### config.mk
export PLATFORM = sky130hd
export DESIGN_NAME = mem_test_seq
export DESIGN_NICKNAME = d
export VERILOG_FILES = /design/src/rtl/mts_pkg.sv /design/src/rtl/mts_norm.sv /design/src/rtl/mts_step.sv /design/src/rtl/mts_log.sv /design/src/rtl/mem_test_seq.sv
export SDC_FILE = /design/constraint.sdc
export NUM_CORES = 1
export LEC_CHECK = 0
export ABC_AREA = 1
export BUFFER_PORTS_ARGS = -buffer_cell sky130_fd_sc_hd__buf_4
export CAP_MARGIN = 15
export CORE_ASPECT_RATIO = 1.75
export CORE_UTILIZATION = 45
export CTS_BUF_LIST = sky130_fd_sc_hd__clkbuf_4 sky130_fd_sc_hd__clkbuf_8
export DETAILED_ROUTE_END_ITERATION = 8
export PLACE_DENSITY_LB_ADDON = 0.3
export SLEW_MARGIN = 15
export SYNTH_ARGS = -nofsm -noshare
export SYNTH_HDL_FRONTEND = slang
export SYNTH_SLANG_ARGS = --single-unit
### constraint.sdc
create_clock -name clk -period 3.3 [get_ports clk]
set_input_delay 0.33 -clock clk [delete_from_list [all_inputs] [get_ports clk]]
set_output_delay 0.33 -clock clk [all_outputs]
set_load 0.02 [all_outputs]
### src/rtl/mts_pkg.sv
package mts_pkg;
   typedef enum logic [2:0] {
      ST_IDLE = 3'd0,
      ST_WR   = 3'd1,
      ST_RD   = 3'd2,
      ST_CMP  = 3'd3,
      ST_HALT = 3'd4,
      ST_DONE = 3'd5
   } mts_state_e;
endpackage

### src/rtl/mts_norm.sv
// Corrects the configured window and step before a sweep starts.
module mts_norm #(
   parameter int unsigned AW      = 8,
   parameter int unsigned MEM_LEN = 200,
   localparam int unsigned IW     = AW + 1
) (
   input  logic [AW-1:0]        cfg_lo,
   input  logic [AW-1:0]        cfg_hi,
   input  logic signed [IW-1:0] cfg_inc,
   output logic [AW-1:0]        lo_n,
   output logic [AW-1:0]        hi_n,
   output logic signed [IW-1:0] inc_n,
   output logic [AW-1:0]        first_n
);
   localparam logic [AW-1:0] LAST_A = AW'(MEM_LEN - 1);

   always_comb begin
      hi_n    = (cfg_hi > LAST_A) ? LAST_A : cfg_hi;
      lo_n    = (cfg_lo > hi_n) ? '0 : cfg_lo;
      inc_n   = (cfg_inc == '0) ? IW'(1) : cfg_inc;
      first_n = inc_n[IW-1] ? hi_n : lo_n;
   end
endmodule

### src/rtl/mts_step.sv
// Next address and end-of-window decision for either sweep direction.
module mts_step #(
   parameter int unsigned AW  = 8,
   localparam int unsigned IW = AW + 1,
   localparam int unsigned SW = AW + 2
) (
   input  logic [AW-1:0]        cur,
   input  logic signed [IW-1:0] inc,
   input  logic [AW-1:0]        lo,
   input  logic [AW-1:0]        hi,
   output logic [AW-1:0]        nxt,
   output logic                 past_end
);
   logic signed [SW-1:0] sum;

   always_comb begin
      sum = $signed({2'b00, cur}) + $signed({inc[IW-1], inc});
      nxt = sum[AW-1:0];
      if (inc[IW-1]) past_end = sum < $signed({2'b00, lo});
      else           past_end = sum > $signed({2'b00, hi});
   end
endmodule

### src/rtl/mts_log.sv
// Compare and failure bookkeeping.
module mts_log #(
   parameter int unsigned DW = 16,
   parameter int unsigned AW = 8,
   parameter int unsigned CW = 32
) (
   input  logic          clk,
   input  logic          rst_n,
   input  logic          clr,
   input  logic          upd,
   input  logic [DW-1:0] exp_d,
   input  logic [DW-1:0] obs_d,
   input  logic [DW-1:0] mask,
   input  logic [AW-1:0] addr,
   output logic          fail,
   output logic [DW-1:0] should_be,
   output logic [DW-1:0] data_was,
   output logic [DW-1:0] picked,
   output logic [DW-1:0] dropped,
   output logic [AW-1:0] addr_and,
   output logic [AW-1:0] addr_or,
   output logic [CW-1:0] loop_cnt,
   output logic [CW-1:0] fail_cnt
);
   assign fail = |((exp_d ^ obs_d) & mask);

   for (genvar b = 0; b < DW; b++) begin : g_bit
      always_ff @(posedge clk or negedge rst_n) begin
         if (!rst_n) begin
            picked[b]  <= 1'b0;
            dropped[b] <= 1'b0;
         end else if (clr) begin
            picked[b]  <= 1'b0;
            dropped[b] <= 1'b0;
         end else if (upd && mask[b]) begin
            if (!exp_d[b] && obs_d[b]) picked[b]  <= 1'b1;
            if (exp_d[b] && !obs_d[b]) dropped[b] <= 1'b1;
         end
      end
   end

   always_ff @(posedge clk or negedge rst_n) begin
      if (!rst_n) begin
         should_be <= '0;
         data_was  <= '0;
         addr_and  <= '1;
         addr_or   <= '0;
         loop_cnt  <= '0;
         fail_cnt  <= '0;
      end else if (clr) begin
         should_be <= '0;
         data_was  <= '0;
         addr_and  <= '1;
         addr_or   <= '0;
         loop_cnt  <= '0;
         fail_cnt  <= '0;
      end else if (upd) begin
         loop_cnt <= loop_cnt + 1'b1;
         if (fail) begin
            fail_cnt  <= fail_cnt + 1'b1;
            should_be <= exp_d;
            data_was  <= obs_d;
            addr_and  <= addr_and & addr;
            addr_or   <= addr_or | addr;
         end
      end
   end
endmodule

### src/rtl/mem_test_seq.sv
module mem_test_seq #(
   parameter int unsigned DW      = 16,
   parameter int unsigned AW      = 8,
   parameter int unsigned MEM_LEN = 200,
   localparam int unsigned IW     = AW + 1,
   localparam int unsigned CW     = 32
) (
   input  logic                 clk,
   input  logic                 rst_n,
   input  logic                 start,
   input  logic                 resume,
   input  logic                 free_run,
   input  logic                 abort,
   input  logic [AW-1:0]        cfg_lo,
   input  logic [AW-1:0]        cfg_hi,
   input  logic signed [IW-1:0] cfg_inc,
   input  logic [DW-1:0]        cfg_mask,
   input  logic [DW-1:0]        pat_data,
   output logic                 pat_next,
   output logic                 mem_we,
   output logic                 mem_re,
   output logic [AW-1:0]        mem_addr,
   output logic [DW-1:0]        mem_wdata,
   input  logic [DW-1:0]        mem_rdata,
   output logic                 busy,
   output logic                 halted,
   output logic                 done,
   output logic [AW-1:0]        cur_addr,
   output logic [DW-1:0]        should_be,
   output logic [DW-1:0]        data_was,
   output logic [DW-1:0]        bits_picked,
   output logic [DW-1:0]        bits_dropped,
   output logic [AW-1:0]        addr_and,
   output logic [AW-1:0]        addr_or,
   output logic [CW-1:0]        loop_cnt,
   output logic [CW-1:0]        fail_cnt
);
   import mts_pkg::*;

   if (MEM_LEN < 2 || MEM_LEN > (1 << AW)) begin : g_bad_len
      $error("mem_test_seq: MEM_LEN must lie in 2..2**AW");
   end
   if (DW < 1 || AW < 1) begin : g_bad_width
      $error("mem_test_seq: DW and AW must be positive");
   end

   mts_state_e            state_q;
   logic [AW-1:0]         lo_q, hi_q, addr_q, last_q;
   logic [AW-1:0]         lo_n, hi_n, first_n, nxt;
   logic signed [IW-1:0]  inc_q, inc_n;
   logic [DW-1:0]         exp_q, mask_q;
   logic                  free_q, end_q, past_end, fail, go, in_cmp;

   assign go     = start && !abort &&
                   (state_q == ST_IDLE || state_q == ST_DONE || state_q == ST_HALT);
   assign in_cmp = (state_q == ST_CMP);

   mts_norm #(.AW(AW), .MEM_LEN(MEM_LEN)) u_norm (
      .cfg_lo (cfg_lo),  .cfg_hi (cfg_hi), .cfg_inc (cfg_inc),
      .lo_n   (lo_n),    .hi_n   (hi_n),   .inc_n   (inc_n),
      .first_n(first_n)
   );

   mts_step #(.AW(AW)) u_step (
      .cur(addr_q), .inc(inc_q), .lo(lo_q), .hi(hi_q),
      .nxt(nxt), .past_end(past_end)
   );

   mts_log #(.DW(DW), .AW(AW), .CW(CW)) u_log (
      .clk      (clk),        .rst_n   (rst_n),
      .clr      (go),         .upd     (in_cmp),
      .exp_d    (exp_q),      .obs_d   (mem_rdata),
      .mask     (mask_q),     .addr    (addr_q),
      .fail     (fail),
      .should_be(should_be),  .data_was(data_was),
      .picked   (bits_picked),.dropped (bits_dropped),
      .addr_and (addr_and),   .addr_or (addr_or),
      .loop_cnt (loop_cnt),   .fail_cnt(fail_cnt)
   );

   always_ff @(posedge clk or negedge rst_n) begin
      if (!rst_n) begin
         state_q <= ST_IDLE;
         lo_q    <= '0;
         hi_q    <= '0;
         inc_q   <= IW'(1);
         addr_q  <= '0;
         last_q  <= '0;
         exp_q   <= '0;
         mask_q  <= '0;
         free_q  <= 1'b0;
         end_q   <= 1'b0;
      end else if (go) begin
         lo_q    <= lo_n;
         hi_q    <= hi_n;
         inc_q   <= inc_n;
         addr_q  <= first_n;
         mask_q  <= cfg_mask;
         free_q  <= free_run;
         end_q   <= 1'b0;
         state_q <= ST_WR;
      end else if (abort && state_q != ST_DONE) begin
         state_q <= ST_IDLE;
      end else begin
         unique case (state_q)
            ST_WR: begin
               exp_q   <= pat_data;
               state_q <= ST_RD;
            end
            ST_RD:   state_q <= ST_CMP;
            ST_CMP: begin
               last_q <= addr_q;
               addr_q <= nxt;
               end_q  <= past_end;
               if (fail && !free_q) state_q <= ST_HALT;
               else if (past_end)   state_q <= ST_DONE;
               else                 state_q <= ST_WR;
            end
            ST_HALT: begin
               if (resume) begin
                  free_q  <= free_run;
                  mask_q  <= cfg_mask;
                  state_q <= end_q ? ST_DONE : ST_WR;
               end
            end
            default: state_q <= state_q;
         endcase
      end
   end

   assign pat_next  = in_cmp;
   assign mem_we    = (state_q == ST_WR);
   assign mem_re    = (state_q == ST_RD);
   assign mem_addr  = addr_q;
   assign mem_wdata = pat_data;
   assign busy      = (state_q == ST_WR) || (state_q == ST_RD) || in_cmp;
   assign halted    = (state_q == ST_HALT);
   assign done      = (state_q == ST_DONE);
   assign cur_addr  = last_q;
endmodule

==> results of run 1 <==
==> synthesized netlist by cell type (16+ instances only) <==
cell type  instances
nor3_1            33
nand3_1           57
a31oi_1           33
buf_4             16
nor2_1           136
inv_1            185
nand2_1          321
buf_2             20
clkbuf_1          21
a21oi_1           56
xor2_1            19
ha_1              65
nand4_1           37
o21ai_0          142
dfrtp_1          213
==> final cells by class <==
class	instances	area, µm²	share of cell area [%]
sequential	222	5570	37.2
multi-input combinational	981	5220	34.9
timing repair buffer	298	2320	15.5
inverter	192	722	4.82
clock buffer	55	676	4.51
tap	320	400	2.67
clock inverter	8	71.3	0.476
==> state kept, by name, summed over array words and instances, names as in the netlist <==
name	count
end_q	1
cur_addr	8
u_log.data_was	16
mem_addr	8
mask_q	16
u_log.should_be	16
u_log.dropped	16
free_q	1
state_q	3
u_log.fail_cnt	32
u_log.loop_cnt	32
hi_q	8
u_log.addr_or	8
inc_q	9
lo_q	8
u_log.picked	16
exp_q	16
u_log.addr_and	8
==> metrics by stage <==
| step | cell area (µm²) | setup slack, ns | hold WS, ns |
|---|---|---|---|
| 2_1_floorplan | 11800 | 0.405 | 0.0344 |
| 3_3_place_gp | 14000 | 0.246 | 0.418 |
| 5_1_grt | 15000 | 0.0176 | 0.0169 |
| 6_report | 15000 | 0.259 | 0.0282 |
| 4_1_cts | 15000 | 0.177 | 0.00526 |
| 3_5_place_dp | 14000 | 0.186 | 0.422 |
==> layout by cell type (no fill, tap or decap), types with 3 or more instances in the layout <==
cell type and instances:
a21oi_1 56, a31oi_1 33, and3_1 5, buf_4 276
clkbuf_4 13, clkbuf_8 42, clkinv_2 6, dfrtp_1 213
dfstp_2 9, dlygate4sd3_1 19, ha_1 64, inv_1 185
inv_2 4, nand2_1 321, nand3_1 57, nand4_1 37
nor2_1 135, nor2_2 6, nor2_4 3, nor3_1 33
nor4_1 8, o21a_1 9, o21ai_0 142, o21ai_1 6
o21bai_1 3, o22ai_1 8, o31ai_1 7, or2_2 4
xnor2_1 3, xor2_1 19
==> logic make-up (layout without fill, tap and decap cells) <==
kind of cell,after synthesis,after routing,synth area share [%]
and+or+nand+nor,622,622,22.9
AOI/OAI and AO/OA,271,271,12.5
buffers and inverters,252,553,8.73
DFF,222,222,47.1
adders and majority gates,66,66,7.06
xor gates and xnor gates,22,22,1.63
==> power groups by stage <==
stage               Combinational [W]  Sequential (W)  Clock (W)
finish                        0.00526         0.00424    0.00253
global route                  0.00594         0.00434    0.00270
CTS                           0.00530         0.00424    0.00259
detailed placement            0.00526         0.00427          0
global placement              0.00518         0.00425          0
floorplan                     0.00280         0.00471          0
==> worst min-delay path: cells and delay by family <==
kind	cells	cell delay (ns)
buffers and inverters	1	0.09
and+or+nand+nor	1	0.04
AOI/OAI and AO/OA	1	0.06
==> per-layer routing <==
layer | global-route usage, % | vias to the layer above
li1 | - | 5299
met1 | 28.7 | 5328
met2 | 51.6 | 353
met3 | 5.55 | 86
met4 | 12.4 | 0
met5 | 0 | -
==> worst max path at each step <==
| stage | start | end | slack [ns] |
|---|---|---|---|
| after floorplan | mem_addr[0] | state_q[2] | 0.41 |
| after detailed placement | mem_addr[0] | state_q[2] | 0.19 |
| final | mem_addr[0] | state_q[2] | 0.26 |
| after global placement | mem_addr[0] | state_q[2] | 0.25 |
| after global routing | mem_addr[0] | state_q[2] | 0.02 |
| after CTS | mem_addr[0] | state_q[2] | 0.18 |
==> what timing repair did <==
| action | CTS | global route |
|---|---|---|
| gates resized for setup | 0 | 2 |
| hold buffers | 19 | 0 |
| endpoints found under the hold margin | 97 | 0 |
| setup endpoints to repair | 0 | 1 |
| buffers inserted | 0 | 0 |
==> results_dict.tcl, run 1 <==
set metrics [dict create \
    worstSetupPathType "flop to flop" \
    status "completed" \
    viasPerCell 5.33 \
    min_path_cells 3 \
    numPlacedInstances 1994 \
    synth_top_area_share_pct 45.1 \
    slew_headroom_pct 47.1 \
    worstSetupEndpointType "flop" \
    core-area_um2 25900 \
    rows 78 \
    synthCells 1455 \
    wl_um 36400 \
    grt_pass1_wl_um 58200 \
    cp.depth 20 \
    seq_power_share_pct 35.2 \
    p_per_area_nw_per_um2 804 \
    grt-ovfl-total 0 \
    hold_viol 0 \
    grt_max_degree 89 \
    drt-wirelength-per-cell_um 17.5 \
    die-area_um2 26900 \
    cts_sinks 222 \
    fin_tns_setup_ns 0 \
    peakVddDrop_v 0.000571 \
    rsz0062_at_grt "false" \
    hold_end "hi_q[6]" \
    track_usage_pct 27.3 \
    ys_seq_area_share_pct 47.1 \
    io_buffers 260 \
    slowest_stage "dfrtp_1" \
    cts_tree "done" \
    path_clk_slew_ns 0.06 \
    drc 0 \
    hp-class "input port to flop" \
    synth_cell_types 47 \
    die_h_um 216 \
    reg2reg_to "state_q[2]" \
    synth_fp_nets 1600 \
    drtIter0Drc 565 \
    syn_area_um2 11800 \
    cts.path.max_buffers 3 \
    yosysTopAreaCell "dfrtp_1" \
    fin_worst_skew_ns 0.0159 \
    clockRootBuffer "clkbuf_8" \
    rr_worst_depth 20 \
    antenna_cells 0 \
    final.fill_count 2350 \
    h-tree-depth 2 \
    wl_met3_um 1970 \
    first_global_vias 11200 \
    crit_fanout 4 \
    critPathRequiredTime_ns 3.74 \
    top_layer "met4" \
    crit_family "simple AND/OR/NAND/NOR gates" \
    antenna_found_initial 0 \
    initial_core_util_pct 45.7 \
    r2r_slack_ns 0.26 \
    synth_edf_count 0 \
    p_int_w 0.00702 \
    synthToLayoutAreaGrowth_pct 26.8 \
    worst-path-buf-inv 1 \
    wirelength_met1_um 13200 \
    cp_slowest_stage_delay_ns 0.41 \
    p_leak_nw 7.69 \
    crit_path_cell_trace "ha_2 > fa_1 > nand3_1 > nand3_1 > nand2_1 > o21ai_0 > or2_2 > and2_1 > ha_1 > nand2_1 > nor2_2 > a21oi_1 > nand2_1 > nand2_1 > inv_1 > nand3_1 > nand2_1 > nand2_1 > nand2_1 > nand2_1" \
    fin_crit_sh_pct 92.2 \
    drt_first_pass_iters 6 \
    worstMarginPinSlew_ns 0.793 \
    io_pins 261 \
    setup_viol 0 \
    hold_start "cfg_hi[6]" \
    startpoint_type "flop" \
    met2WireLength_um 19700 \
    drive_above_1_share_pct 21.6 \
    combPwrFrac_pct 43.7 \
    synth_area_per_cell_um2 8.11 \
    dpl.hpwl_um 26800 \
    clock_latency_ns 0.55 \
    postLayoutCoreUtil_pct 57.9 \
    ys.flop_type "dfrtp_1" \
    pwr-share-clk_pct 21.0 \
    reg2reg_from "mem_addr[0]" \
    power.switching_w 0.00502 \
    numCtsBuffers 36 \
    fmax_mhz 329 \
    finalNonFillerCells 2076 \
    crit_arrival_ns 3.48 \
    async_flop_share_pct 100 \
    ys_ff_latch 222 \
    synth_area_leaders "dfrtp_1 45%, nand2_1 10%, ha_1 6.9%" \
    min_period_ns 3.04 \
    finalNetCount 1876 \
    ys.warnings.count 0 \
    switching_share_pct 41.7 \
    routed-via-count 11100 \
    cpMostUsedCell "nand2_1" \
    power.total_w 0.0120 \
    die_w_um 124 \
    slew_viol_final 0 \
    gp_congestion 1.02 \
    drtAntennaViolNets 0 \
    cap_violations 0 \
]
(Power assumes the default switching activity.)
==> run 2, diff against run 1 <==
CORE_UTILIZATION = 33   (was 45)
==> run 2 against run 1 <==
Compared with the run above: via count is 0.26% higher; critical path depth stayed put; total power increased by 3.2%; largest cell class unchanged.
==> results_dict.tcl, run 2 (synthesis results as in run 1) <==
set metrics [dict create \
    status "completed" \
    rows 91 \
    io_pins 261 \
    peakVddDrop_v 0.000607 \
    rsz0062_at_grt "false" \
    min_period_ns 3.07 \
    dpl.hpwl_um 27800 \
    routed-via-count 11100 \
    pwr-share-clk_pct 23.0 \
    grt_max_degree 85 \
    synthToLayoutAreaGrowth_pct 30.9 \
    die-area_um2 36600 \
    fin_worst_skew_ns 0.0335 \
    drt_first_pass_iters 5 \
    clock_latency_ns 0.57 \
    startpoint_type "flop" \
    power.switching_w 0.00515 \
    drtIter0Drc 442 \
    first_global_vias 11200 \
    drtAntennaViolNets 0 \
    seq_power_share_pct 34.2 \
    crit_arrival_ns 3.52 \
    fin_crit_sh_pct 93.0 \
    layout_commonest_cell "nand2_1" \
    slew_headroom_pct 53.7 \
    hp-class "input port to flop" \
    clockRootBuffer "clkbuf_8" \
    switching_share_pct 41.5 \
    wl_um 37400 \
    finalNetCount 1895 \
    critPathRequiredTime_ns 3.75 \
    slew_viol_final 0 \
    die_w_um 145 \
    worstMarginPinSlew_ns 0.695 \
    drt-wirelength-per-cell_um 16.7 \
    combPwrFrac_pct 42.8 \
    cap_violations 0 \
    core-area_um2 35300 \
    h-tree-depth 2 \
    numCtsBuffers 40 \
    worstSetupPathType "flop to flop" \
    setup_viol 0 \
    register_area_um2 5570 \
    antenna_found_initial 1 \
    power.total_w 0.0124 \
    largest_registers "u_log.fail_cnt: 32 flops, u_log.loop_cnt: 32 flops" \
    path_clk_slew_ns 0.06 \
    grt-ovfl-total 0 \
    p_int_w 0.00727 \
    cp_slowest_stage_delay_ns 0.41 \
    cpMostUsedCell "nand2_1" \
    initial_core_util_pct 33.4 \
    p_per_area_nw_per_um2 804 \
    cts_setup_buffers 0 \
    viasPerCell 4.94 \
    crit_fanout 4 \
    fin_tns_setup_ns 0 \
    final_cell_mix "321 x nand2_1, 276 x buf_4, 213 x dfrtp_1, 185 x inv_1, 142 x o21ai_0" \
    io_buffers 260 \
    p_leak_nw 7.83 \
    die_h_um 252 \
    grt_pass1_wl_um 58500 \
    drive_above_1_share_pct 21.8 \
    cts_sinks 222 \
    final.fill_count 3551 \
    hold_viol 0 \
    cts_tree "done" \
    multi_input_area_um2 5220 \
    gp_congestion 0.911 \
    drc 0 \
    crit_path_cell_trace "ha_2 > fa_1 > nand3_1 > nand3_1 > nand2_1 > o21ai_0 > or2_2 > and2_1 > ha_1 > nand2_1 > nor2_1 > a21oi_1 > nand2_1 > nand2_1 > inv_1 > nand3_1 > nand2_1 > nand2_1 > nand2_1 > nand2_1" \
    track_usage_pct 20.2 \
    fmax_mhz 326 \
    slowest_stage "dfrtp_1" \
    worstSetupEndpointType "flop" \
    cts.path.max_buffers 3 \
]
-- run 2: changes by cell type in the layout (fill, tap and decap cells not counted) --
cell	previous run	this run
dlygate4sd3_1	19	34
clkbuf_8	42	53
clkbuf_4	13	8
clkinv_2	6	9
clkinv_8	0	1
diode_2	0	1
nor2_1	135	136
nor2_2	6	5
-- run 2: what timing repair did --
item | 4_1_cts | 5_1_grt
setup endpoints to repair | 0 | 1
endpoints found under the hold margin | 108 | 0
gates resized for setup | 0 | 1
hold buffers | 34 | 0
-- run 2: power by group through the flow --
stage / combinational [W] / clock, W / sequential (W)
5_1_grt: 0.00597 / 0.00305 / 0.00435
3_5_place_dp: 0.00532 / 0 / 0.00428
4_1_cts: 0.00537 / 0.00295 / 0.00425
6_report: 0.00531 / 0.00286 / 0.00425
3_3_place_gp: 0.00525 / 0 / 0.00426
2_1_floorplan: 0.00280 / 0 / 0.00471
-- run 2: path summary, 6_finish.rpt --
kind	cells after the start	endpoint	from	slack, ns
worst min-delay path	3	exp_q[4]	pat_data[4]	0.04
worst max register to register	20	state_q[2]	mem_addr[0]	0.23
worst min register to register	2	u_log.addr_and[7]	u_log.addr_and[7]	0.48
worst max-delay path	20	state_q[2]	mem_addr[0]	0.23
max in group asynchronous	3	inc_q[0]	rst_n	2.04
min in group asynchronous	2	u_log.dropped[13]	rst_n	0.35
-- run 2: critical path, delay by kind of cell, from the launching register on --
kind,cells,cell delay [ns]
DFF,1,0.41
buffers and inverters,1,0.05
AOI/OAI and AO/OA,2,0.17
adders and majority gates,3,0.93
and+or+nand+nor,14,1.38
-- run 2: final cells by class --
cell class	instances	area share, %
Clock inverter	12	0.664
Multi-Input combinational cell	981	33.8
Antenna cell	1	0.0162
Tap cell	465	3.77
Inverter	192	4.67
Clock buffer	61	5.11
Timing Repair Buffer	313	16.0
Sequential cell	222	36.0
-- run 2: per-stage QoR --
step                      worst slack (ns)  instance area (µm²)  hold slack (ns)  std cells  utilization (%)
after floorplan                      0.405                11800           0.0344       1455                -
final                                0.230                15400           0.0427       2247             43.8
after CTS                            0.165                15400          0.00288       2246             43.8
after global routing                0.0199                15400           0.0365       2247             43.8
after global placement               0.266                14200            0.381       2139             40.3
after detailed placement             0.165                14200            0.393       2139             40.3
-- run 2: metal layers --
metal	vias up	track usage, %	routed length, µm	share of wire, %
met5	-	0	0	0
met1	5273	20.2	13400	36
met2	348	38.0	19700	53
met4	0	12.5	2140	5.7
met3	126	4.28	2160	5.8
li1	5348	-	-	-
